<file path="src/rtl/ssq_pkg.sv">
package ssq_pkg;
  localparam int OPC_W = 7;
  localparam int F3_W  = 3;
  localparam int IMM_W = 12;
  localparam int OPC_LSB = 0;
  localparam int F3_LSB  = 12;
  localparam int IMM_LSB = 20;

  typedef enum logic [1:0] {
    ST_FETCH  = 2'd0,
    ST_RFWAIT = 2'd1,
    ST_EXEC   = 2'd2
  } ssq_state_e;

  typedef struct packed {
    logic [IMM_W-1:0] imm;
    logic [F3_W-1:0]  funct3;
    logic [OPC_W-1:0] opcode;
  } ssq_fields_t;
endpackage

</file>
<file path="src/rtl/ssq_bitcnt.sv">
module ssq_bitcnt #(
  parameter int CNT_W = 5
) (
  input  logic             clk,
  input  logic             rst_n,
  input  logic             run,
  output logic [CNT_W-1:0] cnt,
  output logic             last
);
  localparam logic [CNT_W-1:0] CNT_MAX = {CNT_W{1'b1}};

  always_ff @(posedge clk) begin
    if (!rst_n)      cnt <= '0;
    else if (run)    cnt <= cnt + 1'b1;
    else             cnt <= '0;
  end

  assign last = run && (cnt == CNT_MAX);
endmodule

</file>
<file path="src/rtl/ssq_fields.sv">
module ssq_fields #(
  parameter int XLEN = 32
) (
  input  logic                clk,
  input  logic                rst_n,
  input  logic                capture,
  input  logic [XLEN-1:0]     word,
  output ssq_pkg::ssq_fields_t fields
);
  import ssq_pkg::*;

  ssq_fields_t nxt;

  always_comb begin
    nxt.opcode = word[OPC_LSB +: OPC_W];
    nxt.funct3 = word[F3_LSB  +: F3_W];
    nxt.imm    = word[IMM_LSB +: IMM_W];
  end

  always_ff @(posedge clk) begin
    if (!rst_n)       fields <= '0;
    else if (capture) fields <= nxt;
  end
endmodule

</file>
<file path="src/rtl/ssq_pcadd.sv">
module ssq_pcadd #(
  parameter int              XLEN     = 32,
  parameter int              CNT_W    = 5,
  parameter logic [XLEN-1:0] PC_RESET = '0,
  parameter logic [XLEN-1:0] PC_STEP  = 4
) (
  input  logic             clk,
  input  logic             rst_n,
  input  logic             run,
  input  logic [CNT_W-1:0] bit_idx,
  output logic [XLEN-1:0]  pc_q,
  output logic             sum_bit
);
  logic carry_q;
  logic addend;
  logic carry_nxt;

  assign addend    = PC_STEP[bit_idx];
  assign sum_bit   = run & (pc_q[0] ^ addend ^ carry_q);
  assign carry_nxt = (pc_q[0] & addend) | (pc_q[0] & carry_q) | (addend & carry_q);

  always_ff @(posedge clk) begin
    if (!rst_n) begin
      pc_q    <= PC_RESET;
      carry_q <= 1'b0;
    end else if (run) begin
      pc_q    <= {sum_bit, pc_q[XLEN-1:1]};
      carry_q <= carry_nxt;
    end else begin
      carry_q <= 1'b0;
    end
  end
endmodule

</file>
<file path="src/rtl/ssq_ctrl.sv">
module ssq_ctrl (
  input  logic                clk,
  input  logic                rst_n,
  input  logic                fetch_ack,
  input  logic                rf_ready,
  input  logic                last_bit,
  output ssq_pkg::ssq_state_e state,
  output logic                capture,
  output logic                rreq
);
  import ssq_pkg::*;

  ssq_state_e nxt;

  assign capture = (state == ST_FETCH) && fetch_ack;

  always_comb begin
    nxt = state;
    unique case (state)
      ST_FETCH:  if (fetch_ack) nxt = ST_RFWAIT;
      ST_RFWAIT: if (rf_ready)  nxt = ST_EXEC;
      ST_EXEC:   if (last_bit)  nxt = ST_FETCH;
      default:                  nxt = ST_FETCH;
    endcase
  end

  always_ff @(posedge clk) begin
    if (!rst_n) begin
      state <= ST_FETCH;
      rreq  <= 1'b0;
    end else begin
      state <= nxt;
      rreq  <= capture;
    end
  end
endmodule

</file>
<file path="src/rtl/serial_stage_seq.sv">
module serial_stage_seq #(
  parameter int              XLEN     = 32,
  parameter logic [XLEN-1:0] PC_RESET = '0
) (
  input  logic                     clk,
  input  logic                     rst_n,
  output logic                     fetch_cyc,
  output logic [XLEN-1:0]          fetch_adr,
  input  logic                     fetch_ack,
  input  logic [XLEN-1:0]          fetch_rdata,
  output logic                     rf_rreq,
  input  logic                     rf_ready,
  output logic                     cnt_en,
  output logic                     pc_en,
  output logic                     init,
  output logic                     trap,
  output logic [$clog2(XLEN)-1:0]  bit_idx,
  output logic                     pc_sum,
  output logic [ssq_pkg::OPC_W-1:0] opcode,
  output logic [ssq_pkg::F3_W-1:0]  funct3,
  output logic [ssq_pkg::IMM_W-1:0] imm
);
  import ssq_pkg::*;

  localparam int CNT_W = $clog2(XLEN);

  ssq_state_e  state;
  logic        capture;
  logic        running;
  logic        last_bit;
  ssq_fields_t fields;

  ssq_ctrl u_ctrl (
    .clk       (clk),
    .rst_n     (rst_n),
    .fetch_ack (fetch_ack),
    .rf_ready  (rf_ready),
    .last_bit  (last_bit),
    .state     (state),
    .capture   (capture),
    .rreq      (rf_rreq)
  );

  assign running = (state == ST_EXEC);

  ssq_bitcnt #(.CNT_W(CNT_W)) u_cnt (
    .clk   (clk),
    .rst_n (rst_n),
    .run   (running),
    .cnt   (bit_idx),
    .last  (last_bit)
  );

  ssq_fields #(.XLEN(XLEN)) u_fields (
    .clk     (clk),
    .rst_n   (rst_n),
    .capture (capture),
    .word    (fetch_rdata),
    .fields  (fields)
  );

  ssq_pcadd #(
    .XLEN     (XLEN),
    .CNT_W    (CNT_W),
    .PC_RESET (PC_RESET),
    .PC_STEP  (XLEN'(4))
  ) u_pc (
    .clk     (clk),
    .rst_n   (rst_n),
    .run     (running),
    .bit_idx (bit_idx),
    .pc_q    (fetch_adr),
    .sum_bit (pc_sum)
  );

  assign fetch_cyc = (state == ST_FETCH);
  assign cnt_en    = running;
  assign pc_en     = running;
  assign init      = 1'b0;
  assign trap      = 1'b0;
  assign opcode    = fields.opcode;
  assign funct3    = fields.funct3;
  assign imm       = fields.imm;
endmodule

</file>
<file path="config.mk">
export PLATFORM = sky130hd
export DESIGN_NAME = serial_stage_seq
export DESIGN_NICKNAME = d
export VERILOG_FILES = /design/src/rtl/ssq_pkg.sv /design/src/rtl/ssq_bitcnt.sv /design/src/rtl/ssq_fields.sv /design/src/rtl/ssq_pcadd.sv /design/src/rtl/ssq_ctrl.sv /design/src/rtl/serial_stage_seq.sv
export SDC_FILE = /design/constraint.sdc
export NUM_CORES = 1
export LEC_CHECK = 0
export BUFFER_PORTS_ARGS = -buffer_cell sky130_fd_sc_hd__buf_2
export CELL_PAD_IN_SITES_DETAIL_PLACEMENT = 0
export CELL_PAD_IN_SITES_GLOBAL_PLACEMENT = 1
export CORE_AREA = 2 2 84 86
export CTS_CLUSTER_DIAMETER = 50
export DETAILED_ROUTE_END_ITERATION = 7
export DIE_AREA = 0 0 86 88
export PLACE_DENSITY_LB_ADDON = 0.1
export SYNTH_ARGS = -nofsm -noshare
export SYNTH_HDL_FRONTEND = slang
export SYNTH_HIERARCHICAL = 1
export SYNTH_SLANG_ARGS = --single-unit
</file>
<file path="constraint.sdc">
create_clock -name clk -period 3.4 [get_ports clk]
set_input_delay 0.68 -clock clk [delete_from_list [all_inputs] [get_ports clk]]
set_output_delay 0.68 -clock clk [all_outputs]
set_load 0.05 [all_outputs]
</file>
Word-level counts from Yosys, hierarchy flattened
Memory sizes are Yosys's and may differ from the RTL's. A register that Yosys moved wholly into a read port is not among the register bits.
Cells that the tools add are included.
{ "word_totals": {"reg_bits": 63, "mem_bits_ro": 32, "in_bits": 36, "elab_cells": 36, "memories": 1} }
{ "memory_table": {"columns": ["name", "depth", "word_bits", "rd", "rd_ports_with_merged_regs", "write_ports", "line", "source"], "rows": [
  ["(no name shown)", 32, 1, 1, 1, 0, "ssq_pcadd.sv:18", "assign addend = PC_STEP[bit_idx];"]
]} }
{ "classes": {"n_addsub": 1, "n_lt_le_gt_ge": 1, "eq_ne": 6, "mux": 6, "bitwise_logic": 8, "n_reduce_logical": 5} }
{ "op_table": {"columns": ["op", "n"], "rows": [
  ["$lt A5 B6 Y1 const B", 1],
  ["$mux W2", 3],
  ["$pmux W2 S3", 1],
  ["$add A5 B1 Y5 const B", 1],
  ["$eq A5 B5 Y1 const B", 1],
  ["$mux W5", 1],
  ["$and A1 B1 Y1", 4],
  ["$ne A2 B2 Y1 const B", 2],
  ["$reduce_and A3 Y1", 1],
  ["$eq A2 B1 Y1 const B", 1],
  ["$eq A2 B2 Y1 const B", 1],
  ["$logic_and A1 B1 Y1", 2],
  ["$logic_not A2 Y1", 1],
  ["$ne A2 B1 Y1 const B", 1],
  ["$or A1 B1 Y1", 2],
  ["$reduce_and A2 Y1", 1],
  ["$xor A1 B1 Y1", 2],
  ["$mux W1", 1]
]} }

Depth between registers and ports, before layout
Gate-level depths: netlist of run 1.
{ "logic_depth": {"ltp_word": 5, "depth_mapped": 6, "ltp_nobuf": 6} }

Hierarchy
Netlist of run 1, hierarchy kept.
{ "by_module_without_submodules": {"columns": ["module", "n_inst", "cells_each", "area_each_um2"], "rows": [
  ["ssq_pcadd", 1, 109, 1302.5],
  ["ssq_fields", 1, 71, 857.1],
  ["ssq_bitcnt", 1, 19, 203.9],
  ["ssq_ctrl", 1, 12, 131.4],
  ["serial_stage_seq", 1, 6, 43.8]
]} }

Worst setup path after synthesis of run 1
OpenSTA, ideal clock, no wires.
{ "synth_timing": {"kind": "register to output", "startpoint": "reg u_cnt/cnt[1] (netlist name)", "endpoint": "out pc_sum", "arrival_time_ns": 1.660, "t_required_ns": 2.720, "setup_slack_ns": 1.060, "stages_incl_launch_ff": 5, "path_buffers": 0, "path_cell_list": "dfxtp_1 -> nand2b_1 -> nor4_1 -> fa_1 -> and2_4"} }
{ "synth_lines": {"columns": ["element", "line", "source"], "rows": [
  ["end, declared", "serial_stage_seq.sv:18", "output logic pc_sum,"]
]} }

==> results of run 1 <==
## cell families after synthesis
kind of cell | Yosys count
muxes | 54
AOI/OAI and AO/OA | 2
buffers and inverters | 15
xor gates and xnor gates | 1
and+or+nand+nor | 78
other | 1
DFF | 63
adders and majority gates | 3
## layout by cell type (no fill, tap or decap)
| cell type | n |
|---|---|
| o21a_1 | 1 |
| buf_2 | 89 |
| buf_4 | 2 |
| nor2b_1 | 53 |
| fa_1 | 1 |
| clkbuf_1 | 1 |
| nand2_1 | 2 |
| clkbuf_8 | 10 |
| nand2b_4 | 1 |
| and2_1 | 1 |
| bufinv_16 | 2 |
| nand3_2 | 1 |
| and2b_2 | 1 |
| conb_1 | 2 |
| a21oi_2 | 1 |
| nor2b_4 | 1 |
| and3_2 | 2 |
| dfxtp_1 | 63 |
| clkinv_2 | 2 |
| nor4_1 | 1 |
| xnor2_1 | 1 |
| nand4b_1 | 1 |
| nand3_1 | 1 |
| and3_1 | 2 |
| ha_1 | 2 |
| nand2b_1 | 2 |
| nand3b_1 | 1 |
| mux2i_1 | 54 |
| nor2_1 | 3 |
| nor2_2 | 1 |
| nor3b_1 | 1 |
| nand4bb_1 | 1 |
| or2b_1 | 1 |
| and2_4 | 1 |
## power by group through the flow
stage | Sequential [mW] | Clock, mW | Combinational (mW)
final | 0.771 | 0.688 | 0.215
after detailed placement | 0.788 | 0 | 0.218
after floorplan | 0.857 | 0 | 0.116
after global placement | 0.787 | 0 | 0.218
after CTS | 0.771 | 0.718 | 0.218
after global routing | 0.773 | 0.755 | 0.229
## state kept, by name (all words and copies together) (netlist names)
register and flops:
u_fields/fields 22, u_pc/pc_q 32, u_pc/carry_q 1, u_cnt/cnt 5, u_ctrl/state 2, u_ctrl/rreq 1
## per-layer routing
metal / track usage / wire length [um]
met1: 0.146 / 2160
met2: 0.197 / 2060
met3: 0.0481 / 353
met4: 0.0736 / 54
met5: 0 / 0
## worst max path at each step
stage / cells after the start / from / slack, ps / to
finish: 5 / u_cnt/cnt[3] / 770 / pc_sum
global route: 5 / u_cnt/cnt[3] / 640 / pc_sum
CTS: 5 / u_cnt/cnt[3] / 700 / pc_sum
detailed placement: 5 / u_cnt/cnt[3] / 1080 / pc_sum
global placement: 5 / u_cnt/cnt[3] / 1060 / pc_sum
floorplan: 4 / u_cnt/cnt[1] / 1060 / pc_sum
## layout make-up
class	count	area share
flip-flops and latches	63	0.399
repair buffers	91	0.146
multi-input cells	140	0.357
clock inverters	4	0.0222
well taps	80	0.0316
clock buffers	11	0.0447
## Yosys cell counts, drive strengths merged
master / count
fa: 1
nor2: 4
nand2b: 3
nand4b: 1
or2b: 1
nand3: 2
and3: 4
o21a: 1
nor2b: 54
nor3b: 1
conb: 1
buf: 10
ha: 2
nor4: 1
and2b: 1
a21oi: 1
xnor2: 1
nand3b: 1
mux2i: 54
nand2: 2
dfxtp: 63
and2: 2
clkbuf: 5
nand4bb: 1
## worst max-delay path, cell delays in order, from the launching register on
cell      delay (ps)
dfxtp_1          340
nand2b_1         150
nor4_1           290
fa_1             480
and2_4           170
buf_2            200
## per-stage QoR
step / std cells / setup slack [ps] / utilization
after global placement: 374 / 1060 / 0.444
final: 389 / 768 / 0.476
after floorplan: 218 / 1060 / -
after detailed placement: 374 / 1080 / 0.444
after CTS: 389 / 701 / 0.476
after global routing: 389 / 638 / 0.476
==> impl_metrics.tcl, run 1 <==
set metrics [dict create \
    status "completed" \
    sw_frac_of_total 0.248 \
    combPwrFrac 0.128 \
    rsz0062_at_grt "false" \
    syn_area_sq_um 2540 \
    whs_path_depth 1 \
    r2r_slack_ps 1640 \
    post_cts_resized 0 \
    diodes 0 \
    grt_max_degree 65 \
    syn_inst 217 \
    grt_antenna_before_repair 0 \
    yosysTopAreaCell "dfxtp_1" \
    maxCapViolCount 0 \
    critPathLaunchType "flip-flop" \
    hold_violations 0 \
    ys_types 32 \
    synthMuxAreaShare 0.213 \
    seq_area_frac_synth 0.497 \
    cp_max_fo 5 \
    drt_iter0_drc 78 \
    drtPass1Iterations 3 \
    vias 1716 \
    synth_compound_area_frac 0.00641 \
    endpoint_kind "primary output" \
    ff_latch_area_sq_um 1260 \
    cp.arrival_ps 1950 \
    min_period_over_period 0.774 \
    wl_per_cell_um 11.9 \
    clock_latency_ps 320 \
    num_rows 30 \
    core_sq_um 6640 \
    switchingPower_mw 0.415 \
    worst_pin_slew_ps 900 \
    numCtsBuffers 9 \
    clock-sinks 63 \
    place_area_sq_um 2950 \
    path_clk_slew_ps 70 \
    r2r-start "u_ctrl/state[1]" \
    tns_ps 0 \
    die-area_sq_um 7570 \
    grt_overflow 0 \
    gp_congestion 0.641 \
    hp-start "u_cnt/cnt[0]" \
    multi_input_area_sq_um 1130 \
    cts-root-buf "clkbuf_8" \
    min_path_type "reg -> reg" \
    finalInstanceArea_sq_um 3160 \
    yosys.area_share.simple 0.201 \
    drv_slew 0 \
    htreeDepth 3 \
    grt_pass1_wl_um 7310 \
    synth.area.top_cells "dfxtp_1, mux2i_1, nor2b_1, buf_12, buf_8" \
    power_density_nw_per_um2 529 \
    fp.dieW_um 86 \
    fmax_mhz 380 \
    start_util 0.382 \
    min_to "u_cnt/cnt[0]" \
    post_cts_buffers 0 \
    worstPathRequired_ps 2720 \
    num-fill-cells 635 \
    drc 0 \
    fin_total_pwr_mw 1.67 \
    ir_worst_vdd_uv 408 \
    synthXorXnorAreaFrac 0.00345 \
    setup_violations 0 \
    clk_path_buf_depth 2 \
    fin_skew_ps 9.47 \
    critPathKind "reg -> out" \
    drive_gt1_frac 0.369 \
    vias_per_cell 4.41 \
    worstReg2RegEnd "u_pc/pc_q[31]" \
    p_clk_frac 0.411 \
    hold_slack_ps 482 \
    ant_nets 0 \
    fin_nets 344 \
    cts_tree "done" \
    p_leak_nw 1.43 \
    drt-total-wl_um 4640 \
    synth_warnings 6 \
    avgSynthCellArea_sq_um 11.7 \
    syn_to_final_growth_pct 24.6 \
    die_height_um 88 \
    cts_hold_buf 0 \
    synth_top_family_by_area "multiplexers" \
    seqPwrFrac 0.461 \
    track_usage 0.125 \
    first_global_vias 1535 \
    hpwlAfterDp_um 3020 \
    r2r_cells 4 \
    synthDominantCellAreaShare 0.497 \
    maxSlewHeadroom 0.400 \
    io_buffers 89 \
    period_needed_ps 2630 \
    synthAdderAreaFrac 0.0177 \
    io_pins 102 \
    synth_seq_cells 63 \
    internal-power_mw 1.26 \
]
Note: power is estimated with default switching activity, not from simulation.
==> inputs of run 2 (changes only) <==
--- a/config.mk
+++ b/config.mk
@@ -5,13 +5,14 @@
 export SDC_FILE = /design/constraint.sdc
 export NUM_CORES = 1
 export LEC_CHECK = 0
+export ABC_AREA = 1
 export BUFFER_PORTS_ARGS = -buffer_cell sky130_fd_sc_hd__buf_2
 export CELL_PAD_IN_SITES_DETAIL_PLACEMENT = 0
 export CELL_PAD_IN_SITES_GLOBAL_PLACEMENT = 1
-export CORE_AREA = 2 2 84 86
+export CORE_AREA = 2 2 96 98
 export CTS_CLUSTER_DIAMETER = 50
 export DETAILED_ROUTE_END_ITERATION = 7
-export DIE_AREA = 0 0 86 88
+export DIE_AREA = 0 0 98 100
 export PLACE_DENSITY_LB_ADDON = 0.1
 export SYNTH_ARGS = -nofsm -noshare
 export SYNTH_HDL_FRONTEND = slang
==> constraint.sdc (replaced) <==
create_clock -name clk -period 2.35 [get_ports clk]
set_input_delay 0.47 -clock clk [delete_from_list [all_inputs] [get_ports clk]]
set_output_delay 0.47 -clock clk [all_outputs]
set_load 0.05 [all_outputs]
==> run 2 against run 1 <==
Compared with the run above:
- global-route usage is 0.46 points lower
- clock skew is 3.0 ps lower
- worst setup slack worse by 650 ps
- critical endpoint unchanged
- highest routed layer unchanged
==> impl_metrics.tcl, run 2 <==
set metrics [dict create \
    status "completed" \
    seq_area_frac_synth 0.513 \
    vias 2201 \
    met2_length_um 2360 \
    mostFrequentLayoutCells "nor2_1, buf_2, dfxtp_1, nand2_1, inv_1" \
    fin_util 0.359 \
    largest_reg_flops 32 \
    crit_family "simple AND/OR/NAND/NOR gates" \
    r2r_slack_ps 730 \
    finalInstanceArea_sq_um 3190 \
    setup_violations 0 \
    synth.area.top_cells "dfxtp_1, nor2_1, nand2_1, o21ai_0, inv_1" \
    fin_skew_ps 6.49 \
    synth_warnings 6 \
    fmax_mhz 447 \
    power_density_nw_per_um2 830 \
    path_clk_slew_ps 70 \
    grt_antenna_before_repair 0 \
    ant_nets 0 \
    wl_met1_um 2810 \
    cpMaxStageDelayCell "fa_1" \
    min_period_over_period 0.951 \
    cts_tree "done" \
    avgSynthCellArea_sq_um 7.36 \
    synthDominantCellAreaShare 0.513 \
    critPathLaunchType "flip-flop" \
    synthMuxAreaShare 0 \
    grt_pass1_wl_um 9540 \
    critPathBufInv 2 \
    fp.dieW_um 98 \
    worst_pin_slew_ps 562 \
    core_sq_um 8890 \
    rsz0062_at_grt "false" \
    io_buffers 89 \
    synthXorXnorAreaFrac 0 \
    maxSlewHeadroom 0.624 \
    final_common_cell "nor2_1" \
    ir_worst_vdd_uv 324 \
    hp-start "fetch_ack" \
    worstReg2RegEnd "u_pc/pc_q[4]" \
    start_util 0.277 \
    drt_iter0_drc 80 \
    async_flop_share 0 \
    syn_area_sq_um 2460 \
    cp_slowest_stage_delay_ps 420 \
    num_rows 35 \
    place_area_sq_um 2970 \
    gp_congestion 0.721 \
    drt-total-wl_um 5700 \
    drv_slew 0 \
    vias_per_cell 4.10 \
    synthAdderAreaFrac 0.0183 \
    diodes 0 \
    grt_overflow 0 \
    ys.flop_type "dfxtp_1" \
    hpwlAfterDp_um 3750 \
    yosysTopAreaCell "dfxtp_1" \
    numCtsBuffers 9 \
    period_needed_ps 2240 \
    cts_hold_buf 0 \
    r2r-start "u_ctrl/state[1]" \
    reg.largest.list "u_pc/pc_q: 32 flops, u_fields/fields: 22 flops, u_cnt/cnt: 5 flops" \
    worstPathRequired_ps 1880 \
    wl_met3_um 421 \
    critPathKind "reg -> out" \
    grt_max_degree 48 \
    synth_seq_cells 63 \
    top_layer_used "met4" \
    syn_inst 334 \
    endpoint_kind "primary output" \
    crit_chain "or2_4 -> nor2_4 -> fa_1 -> nand2_1 -> inv_1 -> buf_6" \
    top_register "u_pc/pc_q" \
    maxCapViolCount 0 \
    die_height_um 100 \
    syn_to_final_growth_pct 29.8 \
    post-synth-top-count-cell "nor2_1" \
    cp_max_fo 6 \
    clock-sinks 63 \
    dp.cells 521 \
    wl_per_cell_um 10.6 \
    htreeDepth 3 \
    yosys.area_share.simple 0.289 \
    tns_ps 0 \
    drtPass1Iterations 4 \
    p_leak_nw 1.78 \
    whs_path_depth 3 \
    drc 0 \
    cts-root-buf "clkbuf_8" \
    instances_no_fill 537 \
    die-area_sq_um 9800 \
    hold_violations 0 \
    first_global_vias 2007 \
    cp.arrival_ps 1770 \
    io_pins 102 \
    fin_nets 461 \
    clock_latency_ps 330 \
    synth_compound_area_frac 0.0707 \
    min_to "u_ctrl/rreq" \
    ys_types 23 \
    min_path_type "in -> reg" \
    track_usage 0.121 \
    drive_gt1_frac 0.286 \
    hold_slack_ps 420 \
    clk_path_buf_depth 2 \
    synth_top_family_by_area "simple AND/OR/NAND/NOR gates" \
    r2r_cells 6 \
    synth_edf_count 0 \
    netlist_top_cells_count "nor2_1, dfxtp_1, nand2_1" \
]
[run 2: worst max-delay path by stage]
stage / depth (start not counted) / startpoint / slack, ps / endpoint
2_1_floorplan: 5 / u_cnt/cnt[2] / 130 / pc_sum
3_3_place_gp: 6 / u_cnt/cnt[2] / 250 / pc_sum
3_5_place_dp: 6 / u_cnt/cnt[2] / 240 / pc_sum
4_1_cts: 6 / u_cnt/cnt[3] / 20 / pc_sum
5_1_grt: 6 / u_cnt/cnt[2] / 4 / pc_sum
6_report: 6 / u_cnt/cnt[2] / 110 / pc_sum
[run 2: logic make-up after synthesis]
kind of cell	after synthesis
flip-flops	63
other	1
AO/OA/AOI/OAI	34
adder cells (fa/ha/maj)	3
buffers and inverters	54
AND/OR/NAND/NOR	179
[run 2: what timing repair did]
item | 4_1_cts | 5_1_grt
buffers inserted | 0 | 1
gates cloned | 0 | 0
gates resized for setup | 5 | 4
endpoints found under the setup margin | 1 | 1
pin swaps | 1 | 2
[run 2: metal layers]
metal | global-route usage | vias to the layer above
li1 | - | 1171
met1 | 0.156 | 959
met2 | 0.180 | 62
met3 | 0.0425 | 9
met4 | 0.0609 | 0
met5 | 0 | -
[run 2: worst reg2reg max path, stage by stage (launching register included)]
cell     delay [ps]
dfxtp_1         400
inv_1            70
nor2_2          310
buf_4           260
inv_2           230
nor2_1          180
nor2_1           60
[run 2: area by class of cell]
type | instances | area, sq um
sequential | 63 | 1270
multi-input combinational | 218 | 948
clock buffer | 12 | 155
fill | 996 | 5700
tap | 111 | 139
inverter | 35 | 131
clock inverter | 3 | 42.5
timing repair buffer | 95 | 509
[run 2: power by group]
part | total (mW) | internal [mW] | switching [mW]
Clock | 0.945 | 0.541 | 0.404
Combinational | 0.525 | 0.125 | 0.401
Sequential | 1.18 | 1.14 | 0.0422
Total | 2.65 | 1.80 | 0.847
[run 2: per-stage QoR]
step	power [mW]	worst slack [ps]
floorplan	1.62	130
finish	2.65	115
detailed placement	1.74	243
CTS	2.70	19.3
global placement	1.73	253
global route	2.80	4.41
